### src/rtl/irq_route_pkg.sv
package irq_route_pkg;
  parameter int unsigned NSRC_DEF  = 32;
  parameter int unsigned NCORE_DEF = 4;
  parameter int unsigned NPIN_DEF  = 4;
  parameter int unsigned ADDR_W    = 4;

  localparam logic [ADDR_W-1:0] A_ENABLE = ADDR_W'(0);
  localparam logic [ADDR_W-1:0] A_MODE   = ADDR_W'(1);
  localparam logic [ADDR_W-1:0] A_PEND   = ADDR_W'(2);
  localparam logic [ADDR_W-1:0] A_ROUTE  = ADDR_W'(4);
endpackage

### src/rtl/irq_src_cell.sv
module irq_src_cell (
  input  logic clk,
  input  logic rst_n,
  input  logic src_i,
  input  logic edge_mode_i,
  input  logic clr_i,
  output logic pending_o
);
  logic prev_q, prev_d;
  logic sticky_q, sticky_d;
  logic rise;

  assign rise = src_i & ~prev_q;

  always_comb begin
    prev_d   = src_i;
    sticky_d = sticky_q;
    if (!edge_mode_i)  sticky_d = 1'b0;
    else if (rise)     sticky_d = 1'b1;
    else if (clr_i)    sticky_d = 1'b0;
  end

  always_ff @(posedge clk or negedge rst_n) begin
    if (!rst_n) begin
      prev_q   <= 1'b0;
      sticky_q <= 1'b0;
    end else begin
      prev_q   <= prev_d;
      sticky_q <= sticky_d;
    end
  end

  assign pending_o = edge_mode_i ? sticky_q : src_i;

  AST_EDGE_CAPTURE: assert property (@(posedge clk) disable iff (!rst_n)
    edge_mode_i && $rose(src_i) |=> (pending_o || !edge_mode_i));
  AST_EDGE_STICKY: assert property (@(posedge clk) disable iff (!rst_n)
    edge_mode_i && $past(edge_mode_i) && $past(pending_o) && !$past(clr_i)
    |-> pending_o);
  AST_CLEAR_W1C: assert property (@(posedge clk) disable iff (!rst_n)
    edge_mode_i && clr_i && !$rose(src_i) |=> (!pending_o || !edge_mode_i));
  AST_MODE_ENTRY_CLEAN: assert property (@(posedge clk) disable iff (!rst_n)
    edge_mode_i && !$past(edge_mode_i) |-> !pending_o);
endmodule

### src/rtl/irq_route_regs.sv
module irq_route_regs
  import irq_route_pkg::*;
#(
  parameter int unsigned NSRC    = NSRC_DEF,
  parameter int unsigned ROUTE_W = 4
) (
  input  logic                     clk,
  input  logic                     rst_n,
  input  logic                     we_i,
  input  logic [ADDR_W-1:0]        addr_i,
  input  logic [NSRC-1:0]          wdata_i,
  input  logic [NSRC-1:0]          pend_i,
  output logic [NSRC-1:0]          rdata_o,
  output logic [NSRC-1:0]          en_o,
  output logic [NSRC-1:0]          edge_o,
  output logic [NSRC*ROUTE_W-1:0]  route_o,
  output logic [NSRC-1:0]          clr_o
);
  localparam int unsigned NWORDS = ROUTE_W;

  logic [NSRC-1:0]         en_q, en_d, edge_q, edge_d;
  logic [NSRC*ROUTE_W-1:0] route_q, route_d;
  logic                    hit_route;
  logic [ADDR_W-1:0]       widx;

  assign hit_route = (addr_i >= A_ROUTE) && (addr_i < A_ROUTE + ADDR_W'(NWORDS));
  assign widx      = addr_i - A_ROUTE;

  always_comb begin
    en_d    = en_q;
    edge_d  = edge_q;
    route_d = route_q;
    if (we_i && addr_i == A_ENABLE) en_d   = wdata_i;
    if (we_i && addr_i == A_MODE)   edge_d = wdata_i;
    if (we_i && hit_route)          route_d[widx*NSRC +: NSRC] = wdata_i;
  end

  always_ff @(posedge clk or negedge rst_n) begin
    if (!rst_n) begin
      en_q    <= '0;
      edge_q  <= '0;
      route_q <= '0;
    end else begin
      en_q    <= en_d;
      edge_q  <= edge_d;
      route_q <= route_d;
    end
  end

  always_comb begin
    rdata_o = '0;
    if (addr_i == A_ENABLE)     rdata_o = en_q;
    else if (addr_i == A_MODE)  rdata_o = edge_q;
    else if (addr_i == A_PEND)  rdata_o = pend_i;
    else if (hit_route)         rdata_o = route_q[widx*NSRC +: NSRC];
  end

  assign clr_o   = (we_i && addr_i == A_PEND) ? wdata_i : '0;
  assign en_o    = en_q;
  assign edge_o  = edge_q;
  assign route_o = route_q;

  AST_EN_HOLD: assert property (@(posedge clk) disable iff (!rst_n)
    !(we_i && addr_i == A_ENABLE) |=> $stable(en_o));
  AST_MODE_HOLD: assert property (@(posedge clk) disable iff (!rst_n)
    !(we_i && addr_i == A_MODE) |=> $stable(edge_o));
endmodule

### src/rtl/irq_route_merge.sv
module irq_route_merge #(
  parameter int unsigned NSRC    = 32,
  parameter int unsigned NLINE   = 16,
  parameter int unsigned ROUTE_W = 4
) (
  input  logic                    clk,
  input  logic                    rst_n,
  input  logic [NSRC-1:0]         pend_i,
  input  logic [NSRC-1:0]         en_i,
  input  logic [NSRC*ROUTE_W-1:0] route_i,
  output logic [NLINE-1:0]        line_o
);
  logic [NSRC-1:0] live;
  assign live = pend_i & en_i;

  for (genvar l = 0; l < NLINE; l++) begin : g_line
    always_comb begin
      line_o[l] = 1'b0;
      for (int s = 0; s < NSRC; s++)
        if (live[s] && route_i[s*ROUTE_W +: ROUTE_W] == ROUTE_W'(l))
          line_o[l] = 1'b1;
    end
  end

  AST_IDLE_QUIET: assert property (@(posedge clk) disable iff (!rst_n)
    (live == '0) |-> (line_o == '0));
  AST_LINE_COUNT: assert property (@(posedge clk) disable iff (!rst_n)
    $countones(line_o) <= $countones(live));
endmodule

### src/rtl/irq_route_ctrl.sv
module irq_route_ctrl
  import irq_route_pkg::*;
#(
  parameter int unsigned NSRC  = NSRC_DEF,
  parameter int unsigned NCORE = NCORE_DEF,
  parameter int unsigned NPIN  = NPIN_DEF
) (
  input  logic                     clk,
  input  logic                     rst_n,
  input  logic [NSRC-1:0]          dev_irq,
  input  logic                     cfg_we,
  input  logic [ADDR_W-1:0]        cfg_addr,
  input  logic [NSRC-1:0]          cfg_wdata,
  output logic [NSRC-1:0]          cfg_rdata,
  output logic [NCORE*NPIN-1:0]    core_irq
);
  localparam int unsigned CORE_W  = $clog2(NCORE);
  localparam int unsigned PIN_W   = $clog2(NPIN);
  localparam int unsigned ROUTE_W = CORE_W + PIN_W;
  localparam int unsigned NLINE   = NCORE * NPIN;

  logic [1:0]              rsync_q;
  logic                    rst_int_n;
  logic [NSRC-1:0]         pend, en, edge_sel, clr;
  logic [NSRC*ROUTE_W-1:0] route;

  always_ff @(posedge clk or negedge rst_n) begin
    if (!rst_n) rsync_q <= 2'b00;
    else        rsync_q <= {rsync_q[0], 1'b1};
  end
  assign rst_int_n = rsync_q[1];

  for (genvar s = 0; s < NSRC; s++) begin : g_src
    irq_src_cell u_cell (
      .clk        (clk),
      .rst_n      (rst_int_n),
      .src_i      (dev_irq[s]),
      .edge_mode_i(edge_sel[s]),
      .clr_i      (clr[s]),
      .pending_o  (pend[s])
    );
  end

  irq_route_regs #(.NSRC(NSRC), .ROUTE_W(ROUTE_W)) u_regs (
    .clk    (clk),
    .rst_n  (rst_int_n),
    .we_i   (cfg_we),
    .addr_i (cfg_addr),
    .wdata_i(cfg_wdata),
    .pend_i (pend),
    .rdata_o(cfg_rdata),
    .en_o   (en),
    .edge_o (edge_sel),
    .route_o(route),
    .clr_o  (clr)
  );

  irq_route_merge #(.NSRC(NSRC), .NLINE(NLINE), .ROUTE_W(ROUTE_W)) u_merge (
    .clk    (clk),
    .rst_n  (rst_int_n),
    .pend_i (pend),
    .en_i   (en),
    .route_i(route),
    .line_o (core_irq)
  );

  AST_RESET_QUIET: assert property (@(posedge clk)
    !rst_int_n |-> (core_irq == '0));
endmodule

### config.mk
export PLATFORM = sky130hd
export DESIGN_NAME = irq_route_ctrl
export DESIGN_NICKNAME = d
export VERILOG_FILES = /design/src/rtl/irq_route_pkg.sv /design/src/rtl/irq_src_cell.sv /design/src/rtl/irq_route_regs.sv /design/src/rtl/irq_route_merge.sv /design/src/rtl/irq_route_ctrl.sv
export SDC_FILE = /design/constraint.sdc
export NUM_CORES = 1
export LEC_CHECK = 0
export BUFFER_PORTS_ARGS = -buffer_cell sky130_fd_sc_hd__buf_4
export CORE_MARGIN = 3
export CORE_UTILIZATION = 40
export DETAILED_ROUTE_END_ITERATION = 10
export PLACE_DENSITY_LB_ADDON = 0.3
export SLEW_MARGIN = 5
export SYNTH_ARGS = -nofsm -noshare
export SYNTH_HDL_FRONTEND = slang
export SYNTH_SLANG_ARGS = --single-unit
export TNS_END_PERCENT = 10
### constraint.sdc
create_clock -name clk -period 15.7 [get_ports clk]
set_input_delay 3.14 -clock clk [delete_from_list [all_inputs] [get_ports clk]]
set_output_delay 3.14 -clock clk [all_outputs]
set_load 0.01 [all_outputs]
Word level (Yosys, flattened, before mapping). Index checks and enable logic that the tools add are counted.

$add $sub $neg: 2. Multiply operators: 0. Divide/modulo/power cells: 0. Order comparisons: 2. Equality and inequality tests: 514. Shifts and indexed selects: 3. Mux-type cells: 646. Bitwise operators: 65. Reduce and logical (&&, ||, !) cells: 550.

Operators with widths (number): == test 4 bit, second input constant (256); two-way mux 1 bit (640); logical AND 1 bit (517); == test 4 x 3 -> 1 bit, second input constant (128); == test 4 x 2 -> 1 bit, second input constant (65); two-way mux 32 bit (5); == test 4 x 1 -> 1 bit, second input constant (33); logical NOT 4 bit (33); bitwise mux 128 bit (1); variable shift 32 x 34 -> 128 bit, first input constant (1); variable part select 128 x 10 -> 32 bit (1); variable part select 32 x 34 -> 128 bit (1); inequality test 3 bit, second input constant (32); negator 9 -> 34 bit (1); bitwise AND 1 bit (32); bitwise AND 32 bit (1); NOT 1 bit (32); greater-or-equal comparator 4 x 3 -> 1 bit, second input constant (1); < comparator 4 bit, second input constant (1); subtractor 4 x 3 -> 4 bit, second input constant (1).

Bits in registers: 258. Bits in latches: 0. Memory bits (writable): 0. ROM bits: 0. Bits of input ports: 71. Output and inout port bits: 48. Logic and storage cells: 1850. Memories: 0.

Depth between registers and ports, before layout.
Word-level depth: 35. Gate-level depth with buffers: 14. Gate-level depth less buffers: 9.

Hierarchy. From an unflattened synthesis, not the netlist that was laid out.

Cell total of the unflattened synthesis: 1629. Area, all modules: 16315.6 um^2.

Modules (own cells, without submodules): irq_route_regs (instances 1, cells each 745, area each 9081.2 um^2, seq. area each 4804.6 um^2); irq_route_merge (instances 1, cells each 689, area each 4337.9 um^2, seq. area each 0.0 um^2); irq_src_cell (instances 32, cells each 6, area each 88.8 um^2, seq. area each 50.0 um^2); irq_route_ctrl (instances 1, cells each 3, area each 53.8 um^2, seq. area each 50.0 um^2).

Worst setup path after synthesis. No wires, ideal clock.

Kind: input-to-output. Start: input port cfg_addr[0]. End: output port cfg_rdata[14]. Data arrival time: 5.030 ns. Data required time: 12.560 ns. Setup slack: 7.530 ns. Cell stages on the path: 10. Buffers on the path: 3. Path through: buf_2 > buf_2 > inv_1 > ha_1 > nand2_1 > nand4_1 > clkbuf_1 > o221ai_1 > o21ai_0 > o21ai_0.

Word-level cells in the longest chain between the ends: 6. Elaborated cells between the ends (all ways): 12. Classes of those cells: add/sub (1); order compare (2); eq/ne (2); shift (1); mux (4); reduce/logical (2).

Ends and longest elaborated chain: start, declared (line irq_route_ctrl.sv:12) `input logic [ADDR_W-1:0] cfg_addr,`; subtractor 4 x 3 -> 4 bit, or another cell as far along (line irq_route_regs.sv:27) `assign widx = addr_i - A_ROUTE;`; variable part select 128 x 10 -> 32 bit / logical AND 1 bit (equally long branches) (line irq_route_regs.sv:55, irq_route_regs.sv:26); two-way mux 32 bit (line irq_route_regs.sv:55) `else if (hit_route) rdata_o = route_q[widx*NSRC +: NSRC];`; two-way mux 32 bit (line irq_route_regs.sv:54) `else if (addr_i == A_PEND) rdata_o = pend_i;`; two-way mux 32 bit (line irq_route_regs.sv:53) `else if (addr_i == A_MODE) rdata_o = edge_q;`; two-way mux 32 bit (*) (line irq_route_regs.sv:52) `if (addr_i == A_ENABLE) rdata_o = en_q;`; end, declared (line irq_route_ctrl.sv:14) `output logic [NSRC-1:0] cfg_rdata,`.

Mark *: on every way between the ends. The rest lies on a longest branch, timed or not.

Worst setup path after layout.
Start: input port cfg_addr[0]. End: output port cfg_rdata[18].

Same word-level chain as after synthesis.

==> summary.md <==
| Metric | Value |
|---|---|
| Fillers | `roughly 4,200` |
| Pwr per Cell Area | `about 95 mW/mm^2` |
| Row cnt | `76` |
| Mapped cell area | `between 0.015 and 0.02 sq mm` |
| Nets | `2,194` |
| Final WL | `about 94 mm` |
| FMAX | `92.72 MHz` |
| Mapped Avg Cell Area | `8.494 sq um` |
| DP Area | `0.01898 sq mm` |
| Xor and xnor area share after synthesis | `0%` |
| Router iterations before antenna repair | `6` |
| Post-synth ARST share | `100.0%` |
| RR Startpoint | `rsync_q[1]` |
| Max incr delay on CP | `approximately 1.2 ns` |
| Crit-path slowest cell | `nand4_1` |
| Post_cts resized | `0` |
| Simple-gate share of the synthesized area | `a little under a third` |
| Initial antenna violation count | `9` |
| Die H | `215.5 um` |
| Grt ovf | `0` |
| Largest net degree at the start of global routing | `74` |
| Cell breakdown of the critical path | `buf_4 -> inv_1 -> ha_1 -> nand2_2 -> nand4_1 -> buf_4 -> o221ai_1 -> o21ai_0 -> o21ai_0 -> buf_4` |
| Critical Path Stages | `10` |
| Cts bufs inserted | `28` |
| Hold_buf cts | `0` |
| Fraction of layout cells with a size suffix above 1 | `roughly 16%` |
| Most Frequent Cell on Critical Path | `buf_4` |
| Largest family of logic cells by synthesized area | `simple AND/OR/NAND/NOR gates` |
| Global-route usage over all layers | `between 30 and 40%` |
| Mux contribution to synthesized area | `12.52%` |
| DR vias | `18,480` |
| CP Data Arrival Time | `7.65 ns` |
| Critical Path Start | `cfg_addr[0]` |
| Most frequent cells in the layout | `315 x nand2_1, 257 x dfrtp_1, 168 x buf_4` |
| Crit start category | `input port` |
| Power Total | `between 1.5 and 2 mW` |
| R2R Setup Slk | `around 13 ns` |
| Worst Max-Slew Pin Slew | `around 1.3 ns` |
| PnR worst setup slack | `about 4.9 ns` |
| Starting DRC count in detailed routing | `roughly 2,900` |
| Clock Pin Slew Worst Setup and Hold Paths | `0.06 ns` |
| H-tree levels | `1` |
| Clock Tree Buf Depth | `3` |
| Netlist cell types | `56` |
| Routability congestion estimate | `about 1.1` |
| WP data required | `between 10 and 15 ns` |
| Period utilisation layout | `roughly 69%` |
| RSZ-0062 raised after global routing | `false` |
| WL/cell | `34.57 um` |
| Setup_tns | `0 ns` |
| Core area | `0.04317 sq mm` |
| YS warnings | `0` |
| Via density per instance | `6.780` |
| Final setup viols | `0` |
| Initial Utilization | `40.65%` |
| Reg2Reg Depth | `2` |
| Full die area | `~0.046 sq mm` |
| Port Buffer Count | `between 100 and 150` |
| DRC Markers | `0` |
| Clock latency on the worst-skew pair | `0.58 ns` |
| Max-cap viol count | `0` |
| CTS tree | `built` |
| IO Pins | `119` |
| Register area | `between 0.006 and 0.007 sq mm` |
| Die X | `approximately 220 um` |
| Crit Path Max Fanout | `38` |
| Max VDD drop | `~0.00009 V` |
| DP HPWL | `approximately 74 mm` |
| Setup repair bufs after CTS | `0` |
| Routed Antenna Nets | `0` |
| Status | `finished clean` |
| Leakage Power | `7.756 nW` |
| Hold crit path type | `reg2async` |
| Synth Flop Type | `dfrtp_1` |
| Post-Syn Instances | `2,066` |
| EDFF count, synth | `0` |
| Tmin final | `around 11 ns` |
| Compound-cell area share of the yosys netlist | `around 15%` |
| Adder-Cell Fraction of Synth Area | `less than 1%` |
| Multi-input logic area | `between 0.01 and 0.015 sq mm` |
| Crit Reg-Reg Endpoint | `u_regs.route_o[72]` |
| Critical Path End | `cfg_rdata[18]` |
| Area grow syn2layout | `13.28%` |
| Crit path kind | `in2out` |
| Critical path's top delay family | `simple AND/OR/NAND/NOR gates` |
| # clock sinks | `between 200 and 300` |
| Vias in the first global route | `between 15,000 and 20,000` |
| CP Capture Type | `output port` |
| Bufs and invs on worst path | `4` |
| Fin area | `roughly 0.02 sq mm` |
| #FFs+latches synth | `between 200 and 300` |
| First-pass GRT wire length | `between 100 and 150 mm` |
| Most common cell after layout, fill and taps aside | `nand2_1` |
| Fin. Hold Viols | `0` |
| Clock Skews | `between 0.02 and 0.025 ns` |
| Worst slack at placement | `around 5.1 ns` |
| Max Slew Vio Count | `0` |
| Root buf cell | `clkbuf_16` |
| Relative slew slack | `about a tenth` |
| Syn_nets | `approximately 2,100` |
| Register area share after synthesis | `between 30% and 40%` |
## per-stage QoR
stage | instances | hold WS (ns) | util, %
2_1_floorplan | 2066 | 0.3312 | -
3_3_place_gp | 2672 | 0.3427 | 43.97
3_5_place_dp | 2672 | 0.3371 | 43.97
4_1_cts | 2724 | 0.3602 | 46.04
5_1_grt | 2724 | 0.3763 | 46.04
6_report | 2726 | 0.3330 | 46.05
## logic make-up (layout without fill, tap and decap cells)
family	after synthesis	after routing
mux	167	167
simple gates	1010	1010
buf+inv	212	285
fa+ha+maj	6	6
compound gates	412	412
other cells	1	3
flops	258	258
## sequential cells by signal, summed over array words and instances, names as in the netlist
name and cells:
u_regs.route_o 128, u_regs.edge_o 32, g_src.u_cell.sticky_q 32, rsync_q 2, g_src.u_cell.prev_q 32, u_regs.en_o 32
## worst register-to-register path, cell delays in order, from the launching register on
cell	delay, ns
dfrtp_4	0.80
buf_4	0.84
buf_4	0.91
## where the power goes
part	internal (mW)	leakage (nW)	switching, mW
combinational	0.155	3.96	0.238
clock	0.362	0.440	0.288
sequential	0.729	3.36	0.123
total	1.25	7.76	0.649
## cell usage after synthesis (3+ instances only)
cell type | count | share of area [%]
a21oi_1 | 67 | 1.9
buf_6 | 3 | 0.19
nand3b_1 | 39 | 1.7
nand4b_1 | 8 | 0.40
inv_1 | 65 | 1.4
buf_1 | 12 | 0.26
nand2_1 | 318 | 6.8
nand4_1 | 38 | 1.4
a2111oi_0 | 27 | 1.3
a22o_1 | 4 | 0.20
mux2i_1 | 37 | 2.1
mux2_2 | 70 | 4.5
clkbuf_1 | 121 | 2.6
or3_1 | 3 | 0.11
buf_2 | 11 | 0.31
nor4b_1 | 24 | 1.2
o221ai_1 | 33 | 1.6
or3b_2 | 6 | 0.30
a311oi_1 | 4 | 0.20
o2111ai_1 | 5 | 0.25
ha_1 | 6 | 0.43
or2_2 | 3 | 0.11
nand2b_1 | 42 | 1.5
o21ai_0 | 161 | 4.6
o22ai_1 | 12 | 0.43
nor2b_1 | 95 | 3.4
a31oi_1 | 17 | 0.61
and4b_1 | 7 | 0.40
a221oi_1 | 5 | 0.25
and2_1 | 4 | 0.14
nor2_1 | 91 | 1.9
dfrtp_1 | 258 | 37
mux4_2 | 32 | 4.1
a22oi_1 | 35 | 1.5
nor4bb_1 | 15 | 0.86
nor3_1 | 133 | 3.8
a32oi_1 | 22 | 1.1
mux2_1 | 27 | 1.7
o32ai_1 | 7 | 0.35
or4_1 | 23 | 0.98
nor4_1 | 55 | 2.0
nor3b_1 | 15 | 0.64
or4b_2 | 7 | 0.40
nand3_1 | 76 | 2.2
a211oi_1 | 6 | 0.26
## metal layers
layer	vias up	track usage [%]	part of all wire, %
met5	-	0	0.093
met4	12	13.40	4.0
met3	189	9.279	11
met2	1150	59.96	43
met1	9354	55.63	42
li1	7777	-	-
## layout make-up
| type | count | share of cell area (%) |
|---|---|---|
| multi-input combinational | 1596 | 51.73 |
| sequential | 258 | 32.49 |
| timing repair buffer | 168 | 6.344 |
| clock buffer | 39 | 4.091 |
| tap | 585 | 3.682 |
| inverter | 65 | 1.227 |
| clock inverter | 13 | 0.4028 |
| antenna | 2 | 0.02517 |
## worst min path at each step
stage	end	slack, ns
after floorplan	rsync_q[1]	0.33
after global routing	rsync_q[1]	0.38
after CTS	g_src[24].u_cell.prev_q	0.36
after global placement	g_src[24].u_cell.prev_q	0.34
after detailed placement	rsync_q[1]	0.34
final	g_src[24].u_cell.prev_q	0.33
No activity file was read; power rests on OpenSTA's default activity.
